===== config.mk =====
export PLATFORM = sky130hd
export DESIGN_NAME = tick_timer
export DESIGN_NICKNAME = d
export VERILOG_FILES = /design/src/rtl/tmr_pkg.sv /design/src/rtl/tmr_count_core.sv /design/src/rtl/tmr_sticky_flag.sv /design/src/rtl/tmr_wave_out.sv /design/src/rtl/tick_timer.sv
export SDC_FILE = /design/constraint.sdc
export NUM_CORES = 1
export LEC_CHECK = 0
export BUFFER_PORTS_ARGS = -buffer_cell sky130_fd_sc_hd__buf_2
export CAP_MARGIN = 5
export CORE_ASPECT_RATIO = 1.5
export CORE_MARGIN = 2
export CORE_UTILIZATION = 56
export DETAILED_ROUTE_END_ITERATION = 8
export GPL_TIMING_DRIVEN = 1
export PLACE_DENSITY_LB_ADDON = 0.15
export REMOVE_ABC_BUFFERS = 1
export SETUP_SLACK_MARGIN = 0.02
export SLEW_MARGIN = 15
export SYNTH_ARGS = -nofsm -noshare
export SYNTH_HDL_FRONTEND = slang
export SYNTH_HIERARCHICAL = 1
export SYNTH_SLANG_ARGS = --single-unit
export TNS_END_PERCENT = 100

===== constraint.sdc =====
create_clock -name clk -period 5.8 [get_ports clk]
set_input_delay 0.87 -clock clk [delete_from_list [all_inputs] [get_ports clk]]
set_output_delay 0.87 -clock clk [all_outputs]
set_load 0.02 [all_outputs]

===== src/rtl/tmr_pkg.sv =====
package tmr_pkg;

    typedef enum logic [1:0] {
        MODE_NARROW  = 2'd0,
        MODE_RESTART = 2'd1,
        MODE_WIDE    = 2'd2,
        MODE_SPARE   = 2'd3
    } run_mode_e;

    typedef enum logic [1:0] {
        PIN_KEEP = 2'd0,
        PIN_FLIP = 2'd1,
        PIN_LOW  = 2'd2,
        PIN_HIGH = 2'd3
    } pin_act_e;

    typedef enum logic [2:0] {
        STEP_IDLE,
        STEP_LOAD,
        STEP_ADVANCE,
        STEP_RESTART,
        STEP_ROLL
    } step_e;

endpackage


===== src/rtl/tmr_count_core.sv =====
module tmr_count_core
    import tmr_pkg::*;
#(
    parameter int CW = 16,
    parameter int NW = 8
) (
    input  logic          clk,
    input  logic          rst_n,
    input  logic          tick,
    input  logic          load,
    input  logic [CW-1:0] load_val,
    input  run_mode_e     mode,
    input  logic [CW-1:0] top,
    output logic [CW-1:0] count,
    output logic          hit,
    output logic          wrap
);

    localparam int UW = CW - NW;

    logic [CW-1:0] cnt_q;
    logic [CW-1:0] cnt_d;
    logic [NW-1:0] low;
    logic [NW-1:0] low_inc;
    logic          narrow;
    logic          at_top;
    logic          at_max;
    step_e         step;

    assign low     = cnt_q[NW-1:0];
    assign low_inc = low + NW'(1);
    assign narrow  = (mode != MODE_WIDE);
    assign at_top  = narrow ? (low == top[NW-1:0]) : (cnt_q == top);
    assign at_max  = narrow ? (&low) : (&cnt_q);

    // step classification
    always_comb begin
        if (load) begin
            step = STEP_LOAD;
        end else if (!tick) begin
            step = STEP_IDLE;
        end else begin
            unique case (mode)
                MODE_RESTART: step = at_top ? STEP_RESTART :
                                     (at_max ? STEP_ROLL : STEP_ADVANCE);
                MODE_NARROW,
                MODE_SPARE,
                MODE_WIDE:    step = at_max ? STEP_ROLL : STEP_ADVANCE;
            endcase
        end
    end

    // next count and events
    always_comb begin
        cnt_d = cnt_q;
        hit   = 1'b0;
        wrap  = 1'b0;
        unique case (step)
            STEP_IDLE: cnt_d = cnt_q;
            STEP_LOAD: cnt_d = narrow ? {{UW{1'b0}}, load_val[NW-1:0]} : load_val;
            STEP_ADVANCE: begin
                cnt_d = narrow ? {{UW{1'b0}}, low_inc} : cnt_q + CW'(1);
                hit   = at_top;
            end
            STEP_RESTART: begin
                cnt_d = '0;
                hit   = 1'b1;
                wrap  = at_max;
            end
            STEP_ROLL: begin
                cnt_d = '0;
                hit   = at_top;
                wrap  = 1'b1;
            end
            default: cnt_d = cnt_q;
        endcase
    end

    always_ff @(posedge clk or negedge rst_n) begin
        if (!rst_n) cnt_q <= '0;
        else        cnt_q <= cnt_d;
    end

    assign count = cnt_q;

    AST_IDLE_HOLD: assert property (@(posedge clk) disable iff (!rst_n)
        (!tick && !load) |=> $stable(count));
    AST_NARROW_UPPER: assert property (@(posedge clk) disable iff (!rst_n)
        (tick && !load && mode != MODE_WIDE) |=> (count[CW-1:NW] == '0));
    AST_RESTART_ZERO: assert property (@(posedge clk) disable iff (!rst_n)
        (tick && !load && mode == MODE_RESTART && count[NW-1:0] == top[NW-1:0])
        |=> (count == '0));
    AST_WIDE_ROLL: assert property (@(posedge clk) disable iff (!rst_n)
        (tick && !load && mode == MODE_WIDE && (&count)) |=> (count == '0));
    AST_LOAD_WINS: assert property (@(posedge clk) disable iff (!rst_n)
        (load && mode == MODE_WIDE) |=> (count == $past(load_val)));

endmodule


===== src/rtl/tmr_sticky_flag.sv =====
module tmr_sticky_flag (
    input  logic clk,
    input  logic rst_n,
    input  logic set,
    input  logic clr,
    output logic q
);

    always_ff @(posedge clk or negedge rst_n) begin
        if (!rst_n)   q <= 1'b0;
        else if (set) q <= 1'b1;
        else if (clr) q <= 1'b0;
    end

    AST_SET_WINS: assert property (@(posedge clk) disable iff (!rst_n)
        set |=> q);
    AST_FLAG_HOLD: assert property (@(posedge clk) disable iff (!rst_n)
        (!set && !clr) |=> $stable(q));

endmodule


===== src/rtl/tmr_wave_out.sv =====
module tmr_wave_out
    import tmr_pkg::*;
(
    input  logic     clk,
    input  logic     rst_n,
    input  logic     hit,
    input  pin_act_e act,
    output logic     pin
);

    logic pin_d;

    always_comb begin
        pin_d = pin;
        if (hit) begin
            unique case (act)
                PIN_KEEP: pin_d = pin;
                PIN_FLIP: pin_d = ~pin;
                PIN_LOW:  pin_d = 1'b0;
                PIN_HIGH: pin_d = 1'b1;
            endcase
        end
    end

    always_ff @(posedge clk or negedge rst_n) begin
        if (!rst_n) pin <= 1'b0;
        else        pin <= pin_d;
    end

    AST_PIN_FLIP: assert property (@(posedge clk) disable iff (!rst_n)
        (hit && act == PIN_FLIP) |=> (pin != $past(pin)));
    AST_PIN_QUIET: assert property (@(posedge clk) disable iff (!rst_n)
        !hit |=> $stable(pin));

endmodule


===== src/rtl/tick_timer.sv =====
module tick_timer
    import tmr_pkg::*;
#(
    parameter int CW = 16,
    parameter int NW = 8
) (
    input  logic          clk,
    input  logic          rst_n,
    input  logic          tick,
    input  logic          cnt_wr,
    input  logic [CW-1:0] cnt_wdata,
    input  logic          top_wr,
    input  logic [CW-1:0] top_wdata,
    input  logic          mode_wr,
    input  logic [1:0]    mode_wdata,
    input  logic          pin_wr,
    input  logic [1:0]    pin_wdata,
    input  logic          match_clr,
    input  logic          wrap_clr,
    output logic [CW-1:0] count,
    output logic          match_flag,
    output logic          wrap_flag,
    output logic          cmp_pin
);

    run_mode_e     mode_q;
    pin_act_e      act_q;
    logic [CW-1:0] top_q;
    logic          hit;
    logic          wrap;

    always_ff @(posedge clk or negedge rst_n) begin
        if (!rst_n) begin
            mode_q <= MODE_NARROW;
            act_q  <= PIN_KEEP;
            top_q  <= '0;
        end else begin
            if (mode_wr) mode_q <= run_mode_e'(mode_wdata);
            if (pin_wr)  act_q  <= pin_act_e'(pin_wdata);
            if (top_wr)  top_q  <= top_wdata;
        end
    end

    tmr_count_core #(.CW(CW), .NW(NW)) u_core (
        .clk      (clk),
        .rst_n    (rst_n),
        .tick     (tick),
        .load     (cnt_wr),
        .load_val (cnt_wdata),
        .mode     (mode_q),
        .top      (top_q),
        .count    (count),
        .hit      (hit),
        .wrap     (wrap)
    );

    tmr_sticky_flag u_match (
        .clk   (clk),
        .rst_n (rst_n),
        .set   (hit),
        .clr   (match_clr),
        .q     (match_flag)
    );

    tmr_sticky_flag u_wrap (
        .clk   (clk),
        .rst_n (rst_n),
        .set   (wrap),
        .clr   (wrap_clr),
        .q     (wrap_flag)
    );

    tmr_wave_out u_pin (
        .clk   (clk),
        .rst_n (rst_n),
        .hit   (hit),
        .act   (act_q),
        .pin   (cmp_pin)
    );

    AST_WRITE_SILENT: assert property (@(posedge clk) disable iff (!rst_n)
        (cnt_wr && !match_flag && !match_clr) |=> !match_flag);

endmodule


Yosys cells after proc, flatten, opt, wreduce, memory -nomap -nowiden
Cells that the tools add are included.
{"block": "totals", "inputBits": 45, "register_bits": 39, "output_inout_bits": 19, "word_cells": 52}
{"block": "classes", "add_sub_neg": 2, "reduce_logical": 11, "bitwise_logic": 2, "muxes": 17, "n_eq_ne": 13}
{"operator": "one-hot mux 16 bit (3 select lines)", "count": 1}
{"operator": "2-to-1 mux 16 bit", "count": 2}
{"operator": "adder 16 x 1 -> 16 bit, second input constant", "count": 1}
{"operator": "equality test 16 bit", "count": 1}
{"operator": "AND reduction 16 bit", "count": 1}
{"operator": "2-to-1 mux 3 bit", "count": 4}
{"operator": "adder 8 x 1 -> 8 bit, second input constant", "count": 1}
{"operator": "equality test 2 bit, second input constant", "count": 4}
{"operator": "equality test 8 bit", "count": 1}
{"operator": "AND reduction 8 bit", "count": 1}
{"operator": "equality test 3 x 2 -> 1 bit, second input constant", "count": 2}
{"operator": "2-to-1 mux 1 bit", "count": 6}
{"operator": "one-hot mux 3 bit (2 select lines)", "count": 1}
{"operator": "equality test 2 x 1 -> 1 bit, second input constant", "count": 2}
{"operator": "zero test 2 bit", "count": 2}
{"operator": "one-hot mux 1 bit (2 select lines)", "count": 2}
{"operator": "nonzero test 2 bit", "count": 2}
{"operator": "OR reduction 2 bit", "count": 2}
{"operator": "equality test 3 x 1 -> 1 bit, second input constant", "count": 1}
{"operator": "equality test 3 bit, second input constant", "count": 1}
{"operator": "one-hot mux 1 bit (3 select lines)", "count": 1}
{"operator": "nonzero test 3 bit", "count": 1}
{"operator": "OR reduction 3 bit", "count": 1}
{"operator": "inequality test 2 bit, second input constant", "count": 1}
{"operator": "2 further kinds", "count": 3}

Longest topological paths before layout
{"block": "depth", "ltp_word": 11, "depth_mapped": 7, "depth_no_buf": 6}

Hierarchy
The synthesis kept the hierarchy.
{"module": "tmr_count_core", "n_inst": 1, "area_per_inst_um2": 1298.7, "cells_each": 154, "seq_area_each_um2": 400.4}
{"module": "tick_timer", "n_inst": 1, "area_per_inst_um2": 794.5, "cells_each": 42, "seq_area_each_um2": 500.5}
{"module": "tmr_sticky_flag", "n_inst": 2, "area_per_inst_um2": 36.3, "cells_each": 3, "seq_area_each_um2": 25.0}
{"module": "tmr_wave_out", "n_inst": 1, "area_per_inst_um2": 50.0, "cells_each": 4, "seq_area_each_um2": 25.0}

Worst setup path after synthesis
OpenSTA, ideal clock, no wires.
{"block": "synth_path", "kind": "reg2reg", "start": "register u_core.cnt_q[0], in the netlist u_core/count[0]", "end": "register u_core.cnt_q[14], in the netlist u_core/count[14]", "path_slack_ns": 3.754, "synth_period_minus_slack_ns": 2.046, "arrival_ns": 1.980, "required_ns": 5.733, "path_stages_with_launch": 7, "path_buffers": 0, "setup_time_ns": 0.067, "cell_sequence": "dfrtp_1 > ha_1 > nand4_4 > nor2_1 > or4b_2 > a21oi_1 > a221o_1"}
{"block": "synth_via", "elab_chain_len": 10, "word_cells_on_any_way": 20, "cone_classes": "add/sub: 1; eq/ne: 6; mux: 9; reduce/logical: 4"}
{"element": "start, declared", "line": "tmr_count_core.sv:21", "text": "logic [CW-1:0] cnt_q;"}
{"element": "start signal, assigned", "line": "tmr_count_core.sv:81", "text": "else cnt_q <= cnt_d;"}
{"element": "AND reduction 16 bit / AND reduction 8 bit (equally long branches)", "line": "tmr_count_core.sv:34", "text": "assign at_max = narrow ? (&low) : (&cnt_q);"}
{"element": "2-to-1 mux 1 bit", "line": "tmr_count_core.sv:34"}
{"element": "2-to-1 mux 3 bit", "line": "tmr_count_core.sv:45, tmr_count_core.sv:48"}
{"element": "2-to-1 mux 3 bit", "line": "tmr_count_core.sv:44", "text": "MODE_RESTART: step = at_top ? STEP_RESTART :"}
{"element": "one-hot mux 3 bit (2 select lines)", "line": "tmr_count_core.sv:43", "text": "unique case (mode)"}
{"element": "2-to-1 mux 3 bit", "line": "tmr_count_core.sv:40", "text": "end else if (!tick) begin"}
{"element": "2-to-1 mux 3 bit", "line": "tmr_count_core.sv:38", "text": "if (load) begin"}
{"element": "equality test 3 x 2 -> 1 bit / equality test 3 bit (equally long branches)", "line": "tmr_count_core.sv:58", "text": "unique case (step)"}
{"element": "OR reduction 2 bit (no source line)"}
{"element": "one-hot mux 16 bit (3 select lines) / nonzero test 3 bit (equally long branches)"}
Several ways; a longest one is shown, not always the timed one.
A chain may end at the register's enable or synchronous reset.

Worst setup path in the final report
Same ends and word-level chain as after synthesis.

==> results.ini <==
[run_status]
outcome=finished, final reports clean

[grt]
grtUsageTotal_pct=23.1
grt_start_max_net_pins=40
global_route_wire_length_before_repair_um=8080
first_global_vias=1758
grt_antenna_before_repair=0
grt_overflow=0

[yosys]
synth_edf_count=0
ys.warnings.count=6
synth-compound-area-share_pct=13.5
yosys_register_bits=39
combinational_family_with_the_most_area_after_synthesis=simple AND/OR/NAND/NOR gates
synthTopCellsByArea=sky130_fd_sc_hd__dfrtp_1, sky130_fd_sc_hd__xor2_1, sky130_fd_sc_hd__mux2_4
syn_area_mm2=0.00222
synth_top_cell_area_share_pct=44.0
yosysSeqAreaShare_pct=44.0
synthesis.instances=206
post_synth_xor_area_fraction_pct=9.09
yosys-mux-area-fraction_pct=12.4
ys.flop_type=sky130_fd_sc_hd__dfrtp_1
post_synth_and_or_nand_nor_area_fraction_pct=15.5
synth_adder_area_share_pct=0.565
post_synth.cell_area_avg_um2=10.8
netlist-cell-type-count=49
asyncSetResetFlopFracSynth_pct=100
most_numerous_cell_in_the_yosys_netlist=sky130_fd_sc_hd__dfrtp_1
synthDominantAreaCellType=sky130_fd_sc_hd__dfrtp_1
ys_top_cells_by_count=sky130_fd_sc_hd__dfrtp_1, sky130_fd_sc_hd__xor2_1, sky130_fd_sc_hd__nand2_1, sky130_fd_sc_hd__o21ai_0, sky130_fd_sc_hd__a21oi_1

[setup_path]
worst_path_max_delay_cell=sky130_fd_sc_hd__or4b_2
r2r_setup_slack_ps=3620
cp-end-kind=flop
cp_top_family=simple AND/OR/NAND/NOR gates
cp-endpoint=u_core/count[14]
worstPathMaxFanout=8
critical_path_depth=6
crit_path_start_kind=flop
worst-r2r-cell-count=6
critPathKind=flop to flop
critical_path_arrival_ps=2410
crit-reg2reg-capture=u_core/count[14]
worst_path_largest_cell_delay_ps=620
crit_chain=ha_1 -> nand4_4 -> nor2_1 -> or4b_2 -> a21oi_1 -> a221o_1
worst_ep_required_time_ps=6030
critical_path.startpoint=u_core/count[0]
critical_path.reg2reg.startpoint=u_core/count[0]
count_of_buffer_and_inverter_cells_on_the_critical_path=0

[sta]
max_clk_rate_mhz=459
setup_skew_after_layout_ps=3.98
tightestPinTransition_ps=878
layout_worst_path_cycle_share_pct=37.6
timing.final.setup_violations=0
drv_slew=0
rsz0062_at_grt=false
post-route-min-period_ps=2180
relSlewSlack_pct=41.5
final-hold-violation-count=0
totalNegativeSetupSlack_ps=0

[die]
num_rows=28
die_h_um=81.0
die_area_mm2=0.00449
floorplan.die.width_um=55.4
ios=64
start_util_pct=57.0
core_area_mm2=0.00389

[route]
drt_pre_antenna_iters=4
route.final.wire_length_um=5000
detail-route-antenna-nets=0
drcViolationCount=0
drt-wirelength-per-cell_um=16.1
vias=1826
avgViaCountPerCell=5.89
initialDrtViolationCount=67

[clock_network]
worst_skew_pair.late_latency_ps=290
clock_sink_count=39
clkTransAtPathRegs_ps=80
tritoncts=built
max-clock-path-buffers=2
cts.repair_timing.setup_buffer_count=0
clock_tree.htree_level_count=2
cts_root_buffer=sky130_fd_sc_hd__clkbuf_8
postCtsResizedCells=0
cts_made_buffers=5
hold_buffers=0

[placement]
port-buffer-count=63
routabilityCongestion=0.860
place_hpwl_um=3630

[min_path]
hold_depth=1
min_path_type=flop to flop

[finish]
drive_above_1_share_pct=36.6
nNetsFinal=310
n_fill_cell=317
synthToLayoutAreaGrowth_pct=18.5
num_antenna_cells=0

[pwr]
power.ir.vdd_worst_uv=203
swShare_pct=27.8
cell_area_power_density_mw_per_mm2=261
power.share.combinational_pct=17.7
clock_power_share_pct=34.3
total_leakage_power_nw=1.23
finalPower_mw=0.685
p_sw_mw=0.190
seqPwrFrac_pct=48.0
internal_power_mw=0.495

[flow_run]
max-cap-violations=0

==> cell families after synthesis <==
family,Yosys count
AOI/OAI and AO/OA,45
xor gates and xnor gates,23
buffers and inverters,20
DFF,39
and+or+nand+nor,57
adders and majority gates,1
muxes,21
==> sequential cells by signal, indices dropped and copies added, names as in the netlist <==
name          flops
mode_q            2
top_q            16
u_wrap/q          1
u_pin/pin         1
u_core/count     16
u_match/q         1
act_q             2
==> final cells by class <==
| cell class | count | area, um2 | area share (%) |
|---|---|---|---|
| repair buffers | 63 | 315 | 12.0 |
| clock inverters | 2 | 35.0 | 1.33 |
| flip-flops and latches | 39 | 976 | 37.2 |
| inverters | 8 | 30.0 | 1.14 |
| clock buffers | 6 | 82.6 | 3.14 |
| multi-input cells | 147 | 1130 | 43.1 |
| well taps | 45 | 56.3 | 2.14 |
==> per-stage QoR <==
stage / utilization [%] / cell area, um2 / setup WS, ps / hold WS [ps] / instances
floorplan: - / 2140 / 3750 / 478 / 194
global placement: 64.5 / 2510 / 3650 / 458 / 302
detailed placement: 64.5 / 2510 / 3610 / 489 / 302
CTS: 67.5 / 2630 / 3650 / 506 / 310
global route: 67.5 / 2630 / 3510 / 511 / 310
finish: 67.5 / 2630 / 3620 / 502 / 310
==> cells in the final DEF, fill, tap and decap left out, types with 2 or more instances in the layout <==
cell,synthesis,routed
sky130_fd_sc_hd__a211oi_1,2,2
sky130_fd_sc_hd__a21o_1,3,3
sky130_fd_sc_hd__a21oi_1,11,11
sky130_fd_sc_hd__a221o_1,2,2
sky130_fd_sc_hd__a22oi_1,4,4
sky130_fd_sc_hd__buf_2,5,63
sky130_fd_sc_hd__clkbuf_8,0,6
sky130_fd_sc_hd__dfrtp_1,39,39
sky130_fd_sc_hd__inv_1,8,8
sky130_fd_sc_hd__mux2_2,10,10
sky130_fd_sc_hd__mux2_4,10,10
sky130_fd_sc_hd__nand2_1,12,12
sky130_fd_sc_hd__nand2b_1,2,2
sky130_fd_sc_hd__nand3_1,4,4
sky130_fd_sc_hd__nand3b_1,2,2
sky130_fd_sc_hd__nand4_1,3,3
sky130_fd_sc_hd__nand4b_1,2,2
sky130_fd_sc_hd__nor2_1,5,5
sky130_fd_sc_hd__nor2b_1,3,3
sky130_fd_sc_hd__nor3_1,3,3
sky130_fd_sc_hd__nor3b_1,3,3
sky130_fd_sc_hd__nor4_1,8,8
sky130_fd_sc_hd__o21ai_0,12,12
sky130_fd_sc_hd__o31ai_1,2,2
sky130_fd_sc_hd__or4_1,2,2
sky130_fd_sc_hd__xnor2_1,5,5
sky130_fd_sc_hd__xor2_1,18,18
==> power by group through the flow <==
stage	combinational [mW]	clock (mW)	sequential [mW]
2_1_floorplan	0.0642	0	0.337
3_3_place_gp	0.119	0	0.334
3_5_place_dp	0.121	0	0.335
4_1_cts	0.121	0.237	0.329
5_1_grt	0.133	0.251	0.333
6_report	0.121	0.235	0.329
==> routing by layer <==
metal	track usage, %	wire length [um]	up-vias
li1	-	-	863
met5	0	0	-
met2	42.6	2630	69
met3	3.50	235	9
met4	11.2	97	0
met1	26.0	2030	885
==> worst min path at each step <==
stage,from,endpoint,slack (ps)
2_1_floorplan,act_q[0],u_pin/pin,480
3_3_place_gp,u_wrap/q,u_wrap/q,460
3_5_place_dp,u_wrap/q,u_wrap/q,490
4_1_cts,u_wrap/q,u_wrap/q,510
5_1_grt,u_wrap/q,u_wrap/q,510
6_report,u_match/q,u_match/q,500
No activity file was read; power rests on OpenSTA's default activity.
